$ cat config.mk
export PLATFORM = sky130hd
export DESIGN_NAME = ir_prefetch_unit
export DESIGN_NICKNAME = d
export VERILOG_FILES = /design/src/rtl/ir_pkg.sv /design/src/rtl/ir_read_fmt.sv /design/src/rtl/ir_hold_reg.sv /design/src/rtl/ir_opcode_reg.sv /design/src/rtl/ir_prefetch_unit.sv
export SDC_FILE = /design/constraint.sdc
export NUM_CORES = 1
export LEC_CHECK = 0
export ABC_AREA = 1
export BUFFER_PORTS_ARGS = -buffer_cell sky130_fd_sc_hd__buf_2
export CORE_UTILIZATION = 46
export CTS_CLUSTER_DIAMETER = 40
export DETAILED_ROUTE_END_ITERATION = 8
export PLACE_DENSITY = 0.88
export SYNTH_ARGS = -nofsm -noshare
export SYNTH_HDL_FRONTEND = slang
export SYNTH_SLANG_ARGS = --single-unit
$ cat constraint.sdc
create_clock -name clk_i -period 1.6 [get_ports clk_i]
set_input_delay 0.48 -clock clk_i [delete_from_list [all_inputs] [get_ports clk_i]]
set_output_delay 0.48 -clock clk_i [all_outputs]
set_load 0.05 [all_outputs]
$ cat src/rtl/ir_pkg.sv
package ir_pkg;
  parameter int unsigned OP_W = 8;
  parameter logic [OP_W-1:0] TRAP_OP_DEF = 8'hFE;
endpackage

$ cat src/rtl/ir_read_fmt.sv
module ir_read_fmt #(
  parameter int unsigned BYTE_W = 8,
  localparam int unsigned WORD_W = 2 * BYTE_W
) (
  input  logic [BYTE_W-1:0] rd_i,
  input  logic [BYTE_W-1:0] hold_i,
  output logic [WORD_W-1:0] zext_o,
  output logic [WORD_W-1:0] word_o
);
  always_comb begin
    zext_o = {{BYTE_W{1'b0}}, rd_i};
    word_o = {rd_i, hold_i};
  end
endmodule

$ cat src/rtl/ir_hold_reg.sv
module ir_hold_reg #(
  parameter int unsigned OP_W = 8
) (
  input  logic            clk_i,
  input  logic            rst_ni,
  input  logic [OP_W-1:0] rd_i,
  input  logic            prefetch_i,
  input  logic            promote_i,
  input  logic            trap_i,
  output logic [OP_W-1:0] pf_data_o,
  output logic            pf_valid_o
);
  always_ff @(posedge clk_i or negedge rst_ni) begin
    if (!rst_ni) begin
      pf_data_o  <= '0;
      pf_valid_o <= 1'b0;
    end else if (trap_i) begin
      pf_valid_o <= 1'b0;  // exception flushes parked fetch
    end else if (prefetch_i) begin
      pf_data_o  <= rd_i;
      pf_valid_o <= 1'b1;
    end else if (promote_i) begin
      pf_valid_o <= 1'b0;
    end
  end

  AST_TRAP_FLUSH: assert property (@(posedge clk_i) disable iff (!rst_ni)
    trap_i |=> !pf_valid_o);
  AST_PF_CAPTURE: assert property (@(posedge clk_i) disable iff (!rst_ni)
    prefetch_i && !trap_i |=> pf_valid_o && pf_data_o == $past(rd_i));
  AST_PROMOTE_CLEAR: assert property (@(posedge clk_i) disable iff (!rst_ni)
    promote_i && !prefetch_i && !trap_i |=> !pf_valid_o);
endmodule

$ cat src/rtl/ir_opcode_reg.sv
module ir_opcode_reg #(
  parameter int unsigned OP_W = 8,
  parameter logic [OP_W-1:0] TRAP_OP = 8'hFE
) (
  input  logic            clk_i,
  input  logic            rst_ni,
  input  logic [OP_W-1:0] rd_i,
  input  logic [OP_W-1:0] pf_data_i,
  input  logic            pf_valid_i,
  input  logic            load_i,
  input  logic            promote_i,
  input  logic            trap_i,
  output logic [OP_W-1:0] op_o
);
  logic take_pf;
  assign take_pf = promote_i && pf_valid_i;

  always_ff @(posedge clk_i or negedge rst_ni) begin
    if (!rst_ni)       op_o <= '0;
    else if (trap_i)   op_o <= TRAP_OP;
    else if (take_pf)  op_o <= pf_data_i;
    else if (load_i)   op_o <= rd_i;
  end

  AST_TRAP_WINS: assert property (@(posedge clk_i) disable iff (!rst_ni)
    trap_i |=> op_o == TRAP_OP);
  AST_PROMOTE_COPY: assert property (@(posedge clk_i) disable iff (!rst_ni)
    promote_i && pf_valid_i && !trap_i |=> op_o == $past(pf_data_i));
  AST_LOAD_TAKE: assert property (@(posedge clk_i) disable iff (!rst_ni)
    load_i && !trap_i && !(promote_i && pf_valid_i) |=> op_o == $past(rd_i));
  AST_IDLE_HOLD: assert property (@(posedge clk_i) disable iff (!rst_ni)
    !trap_i && !load_i && !(promote_i && pf_valid_i) |=> $stable(op_o));
endmodule

$ cat src/rtl/ir_prefetch_unit.sv
module ir_prefetch_unit
  import ir_pkg::*;
#(
  parameter int unsigned BYTE_W = OP_W,
  parameter logic [BYTE_W-1:0] TRAP_OP = TRAP_OP_DEF,
  localparam int unsigned WORD_W = 2 * BYTE_W
) (
  input  logic              clk_i,
  input  logic              rst_ni,
  input  logic [BYTE_W-1:0] rd_data_i,
  input  logic [BYTE_W-1:0] hold_byte_i,
  input  logic              load_i,
  input  logic              prefetch_i,
  input  logic              promote_i,
  input  logic              trap_i,
  output logic [BYTE_W-1:0] op_o,
  output logic              pf_valid_o,
  output logic [WORD_W-1:0] zext_o,
  output logic [WORD_W-1:0] word_o
);
  logic [BYTE_W-1:0] pf_data;
  logic              pf_valid;

  ir_hold_reg #(.OP_W(BYTE_W)) u_hold (
    .clk_i      (clk_i),
    .rst_ni     (rst_ni),
    .rd_i       (rd_data_i),
    .prefetch_i (prefetch_i),
    .promote_i  (promote_i),
    .trap_i     (trap_i),
    .pf_data_o  (pf_data),
    .pf_valid_o (pf_valid)
  );

  ir_opcode_reg #(.OP_W(BYTE_W), .TRAP_OP(TRAP_OP)) u_op (
    .clk_i      (clk_i),
    .rst_ni     (rst_ni),
    .rd_i       (rd_data_i),
    .pf_data_i  (pf_data),
    .pf_valid_i (pf_valid),
    .load_i     (load_i),
    .promote_i  (promote_i),
    .trap_i     (trap_i),
    .op_o       (op_o)
  );

  ir_read_fmt #(.BYTE_W(BYTE_W)) u_fmt (
    .rd_i   (rd_data_i),
    .hold_i (hold_byte_i),
    .zext_o (zext_o),
    .word_o (word_o)
  );

  assign pf_valid_o = pf_valid;

  AST_PF_REFILL: assert property (@(posedge clk_i) disable iff (!rst_ni)
    promote_i && prefetch_i && !trap_i |=> pf_valid_o);
endmodule

Yosys cells after proc, flatten, opt, wreduce, memory -nomap -nowiden
Index checks and enable logic that the tools add are counted.

storage, ports and cells
  register bits after elaboration = 17
  bits of input ports = 22
  logic and storage cells = 14

cells by class
  bitwise gates (word level) = 1
  reduce and logical (&&, ||, !) cells = 4
  mux-type cells = 6

operators with widths
  kind               count
  $mux 8             3
  $reduce_bool 3->1  2
  $mux 1             3
  $reduce_and 2->1   1
  $logic_and 1x1->1  1
  $not 1->1          1

Logic depth before layout (Yosys ltp)
  depth after elaboration = 3
  mapped depth = 7

Modules after synthesis
A second synthesis with hierarchy kept.

unflattened totals
  cell total of the unflattened synthesis = 135
  area total of the unflattened synthesis = 1116.1 µm²

modules (own cells, without submodules)
  module         area each (µm²)  cells each  times used
  ir_opcode_reg  498.0            63          1
  ir_hold_reg    374.1            39          1
  ir_read_fmt    244.0            33          1

Worst setup path before layout
OpenSTA, ideal clock, no wires.

  kind = reg2reg
  start point = register u_hold.pf_valid_o
  end point = register u_op.op_o[1]
  data arrival time = 1200 ps
  setup time = 118 ps
  slack = 283 ps
  path buffers = 2
  stages on the path, launching flop included = 8
  data required time = 1482 ps
  cell sequence = dfrtp_1 -> buf_6 -> nand2_4 -> buf_6 -> nand2_1 -> nand3_1 -> nand2_1 -> nand2_1

on the way
  cells in the longest elaborated chain, start to end = 3
  elaborated cells between the ends (all ways) = 4

RTL lines
  element                 line                 RTL
  from (decl)             ir_hold_reg.sv:11    output logic pf_valid_o
  from (signal assigned)  ir_hold_reg.sv:16    pf_valid_o <= 1'b0;
  from (signal assigned)  ir_hold_reg.sv:18    pf_valid_o <= 1'b0;
  from (signal assigned)  ir_hold_reg.sv:21    pf_valid_o <= 1'b1;
  $logic_and 1x1->1 (*)   ir_opcode_reg.sv:16  assign take_pf = promote_i && pf_valid_i;
  $mux 8                  ir_opcode_reg.sv:21  else if (take_pf) op_o <= pf_data_i;
  $mux 8                  ir_opcode_reg.sv:20  else if (trap_i) op_o <= TRAP_OP;
  to (signal assigned)    ir_opcode_reg.sv:21
  to (signal assigned)    ir_opcode_reg.sv:22  else if (load_i) op_o <= rd_i;
  to (decl)               ir_opcode_reg.sv:13  output logic [OP_W-1:0] op_o

Mark *: on every way between the ends. The rest lies on a longest branch, timed or not.
A chain may end at the register's enable or synchronous reset.

Final worst setup path
  start point = register u_op.op_o[7]
  end point = output op_o[7]

RTL lines
  element    line                    RTL
  to (decl)  ir_prefetch_unit.sv:16  output logic [BYTE_W-1:0] op_o,

No word-level cell between the ends.

==> run_results.csv <==
group,metric,value,unit
yosys,postSynthAreaPerCell,7.89,µm²
layout,final_common_cell,"nand2_1",
placement,dpl_worst_slack,269,ps
critical_path,crit_family,"flip-flops",
layout,layout.nets,174,
timing,fmax,0.715,GHz
critical_path,crit_fanout,2,
critical_path,arrival,920,ps
clocking,cts_tree,"built",
placement,gp_congestion,0.761,
critical_path,worstSetupEndpoint,"op_o[7]",
layout,drive_gt1_share,31.8,%
clocking,clock-sinks,17,
pwr,peakVddDrop,569,µV
critical_path,worstPathRequired,1120,ps
timing,hold_viol,0,
yosys,syn_area,1080,µm²
floorplanning,rows,17,
placement,portBuffers,38,
critical_path,reg2reg_slack,460,ps
pwr,p_leak,0.631,nW
critical_path,worstPathCellList,"buf_2",
yosys,ys_seq_elements,17,
clocking,insertion_delay,290,ps
timing,fin_ws,202,ps
timing,rsz0062_at_grt,"no",
yosys,synth_cell_type_count,16,
yosys,yosys_warnings,0,
yosys,synth_top_area_cell,"dfrtp_1",
global_routing,gr-total-overflow,0,
timing,slew_violations,0,
drt,first_pass_iters,4,
drt,post_drt_wl_per_cell,10.8,µm
floorplanning,initial_utilization,48.9,%
critical_path,critPathBufInv,1,
clocking,cts-hold-fix-buffers,0,
critical_path,worst-setup-path-type,"reg2out",
critical_path,cp.depth,1,
drt,vias,851,
floorplanning,io_pins,63,
global_routing,grt_pass1_wl,3150,µm
critical_path,crit_path_end_kind,"primary output",
floorplanning,floorplan.die_area,2550,µm²
yosys,yosysSeqAreaShare,39.4,%
clocking,htree_levels,1,
placement,placed_area,1050,µm²
drt,ant_nets,0,
yosys,synthTopCellsByArea,"dfrtp_1 (39%), buf_4 (22%), nand2_1 (17%)",
clocking,cts-root-buf,"clkbuf_4",
drt,finalWirelength,1940,µm
critical_path,slowest_delay,370,ps
timing,finalSetupViolations,0,
timing,finalCritPeriodShare,87.4,%
global_routing,grt_start_max_net_pins,18,
layout,final_area,1080,µm²
timing,fin_crit,1400,ps
status,status,"complete, no violations",
clocking,postCtsSetupRepairBufs,0,
clocking,ctsResizeCount,0,
global_routing,track_usage,16.7,%
drt,drtIter0Drc,11,
clocking,numCtsBuffers,3,
timing,skew,2.73,ps
timing,setup_tns,0,ps
hold_path,hp-class,"in2async",
clocking,clk_path_buf_depth,2,
critical_path,worstRegToRegCells,6,
job,maxCapViolations,0,
floorplanning,die-width,50.5,µm
layout,diodes,0,
pwr,powerDensity,1030,nW/µm²
global_routing,antenna_found_initial,0,
layout,final_cell_mix,"nand2_1 (48), buf_2 (38), nand3_1 (21)",
layout,finish.utilization,48.9,%
critical_path,r2r_start,"u_hold.pf_valid_o$_DFFE_PN0P_",
critical_path,cp-startpoint,"u_op.op_o[7]$_DFFE_PN0P_",
placement,dp_hpwl,1490,µm
critical_path,cpMaxStageDelayCell,"dfrtp_1",
global_routing,grt_pass1_vias,758,
critical_path,regToRegEndpoint,"u_op.op_o[7]$_DFFE_PN0P_",
drt,via_per_inst,4.75,
drt,drc,0,
floorplanning,die_y,50.5,µm
yosys,syn-instance-count,137,
layout,area_growth,0.000278,%
floorplanning,coreArea,2210,µm²
clocking,clkTransAtPathRegs,90,ps
yosys,synth_top_area_share,39.4,%
critical_path,start_kind,"flop",
metrics by stage:
step / hold WS [ps] / instances / power [W]
final: 91.7 / 179 / 0.00111
after global routing: 107 / 179 / 0.00117
after CTS: 103 / 179 / 0.00113
after detailed placement: 426 / 175 / 0.000896
after global placement: 420 / 175 / 0.000890
after floorplan: 184 / 144 / 0.000905
how the worst min path moves through the flow:
stage	startpoint	endpoint	slack [ps]
floorplan	rst_ni	u_hold.pf_data_o[0]$_DFFE_PN0P_	180
global placement	rst_ni	u_hold.pf_data_o[0]$_DFFE_PN0P_	420
detailed placement	rst_ni	u_hold.pf_data_o[0]$_DFFE_PN0P_	430
CTS	rst_ni	u_hold.pf_data_o[0]$_DFFE_PN0P_	100
global route	rst_ni	u_hold.pf_data_o[0]$_DFFE_PN0P_	110
finish	rst_ni	u_hold.pf_data_o[0]$_DFFE_PN0P_	90
sequential cells by signal (all words and copies together), names as in the netlist:
register           cells
u_op.op_o              8
u_hold.pf_valid_o      1
u_hold.pf_data_o       8
report_power, final:
part / switching, W / total (W) / internal [W]
Clock: 0.000131 / 0.000228 / 0.0000970
Sequential: 0.0000239 / 0.000501 / 0.000477
Combinational: 0.000304 / 0.000384 / 0.0000803
Total: 0.000458 / 0.00111 / 0.000654
layer usage:
layer / up-vias / routed length [µm] / GRT usage (%)
met5: - / 0 / 0
met4: 0 / 38 / 7.87
met3: 7 / 139 / 4.85
met2: 38 / 974 / 28.2
met1: 393 / 787 / 19.2
li1: 413 / - / -
synth_stat cells:
| cell | instances |
|---|---|
| buf_2 | 1 |
| inv_2 | 1 |
| nand2_4 | 2 |
| inv_1 | 3 |
| a21oi_2 | 1 |
| clkbuf_8 | 1 |
| buf_4 | 32 |
| nand2_1 | 48 |
| o21ai_1 | 1 |
| nand3_1 | 21 |
| buf_6 | 3 |
| conb_1 | 1 |
| nand2_2 | 1 |
| dfrtp_1 | 17 |
| a21oi_1 | 1 |
| nor2_1 | 3 |
kinds of logic after synthesis:
logic type | count (synthesis) | share of synthesized area [%]
and+or+nand+nor | 75 | 30.1
other | 1 | 0.347
buffers and inverters | 41 | 28.5
AOI/OAI and AO/OA | 3 | 1.74
DFF | 17 | 39.4
layout make-up:
cell class / instances / area, µm²
fill: 229 / 1130
tap: 28 / 35.0
timing repair buffer: 40 / 205
inverter: 4 / 15.0
clock buffer: 4 / 26.3
sequential: 17 / 425
multi-input combinational: 86 / 374
Power figures use the tool's default switching activity.
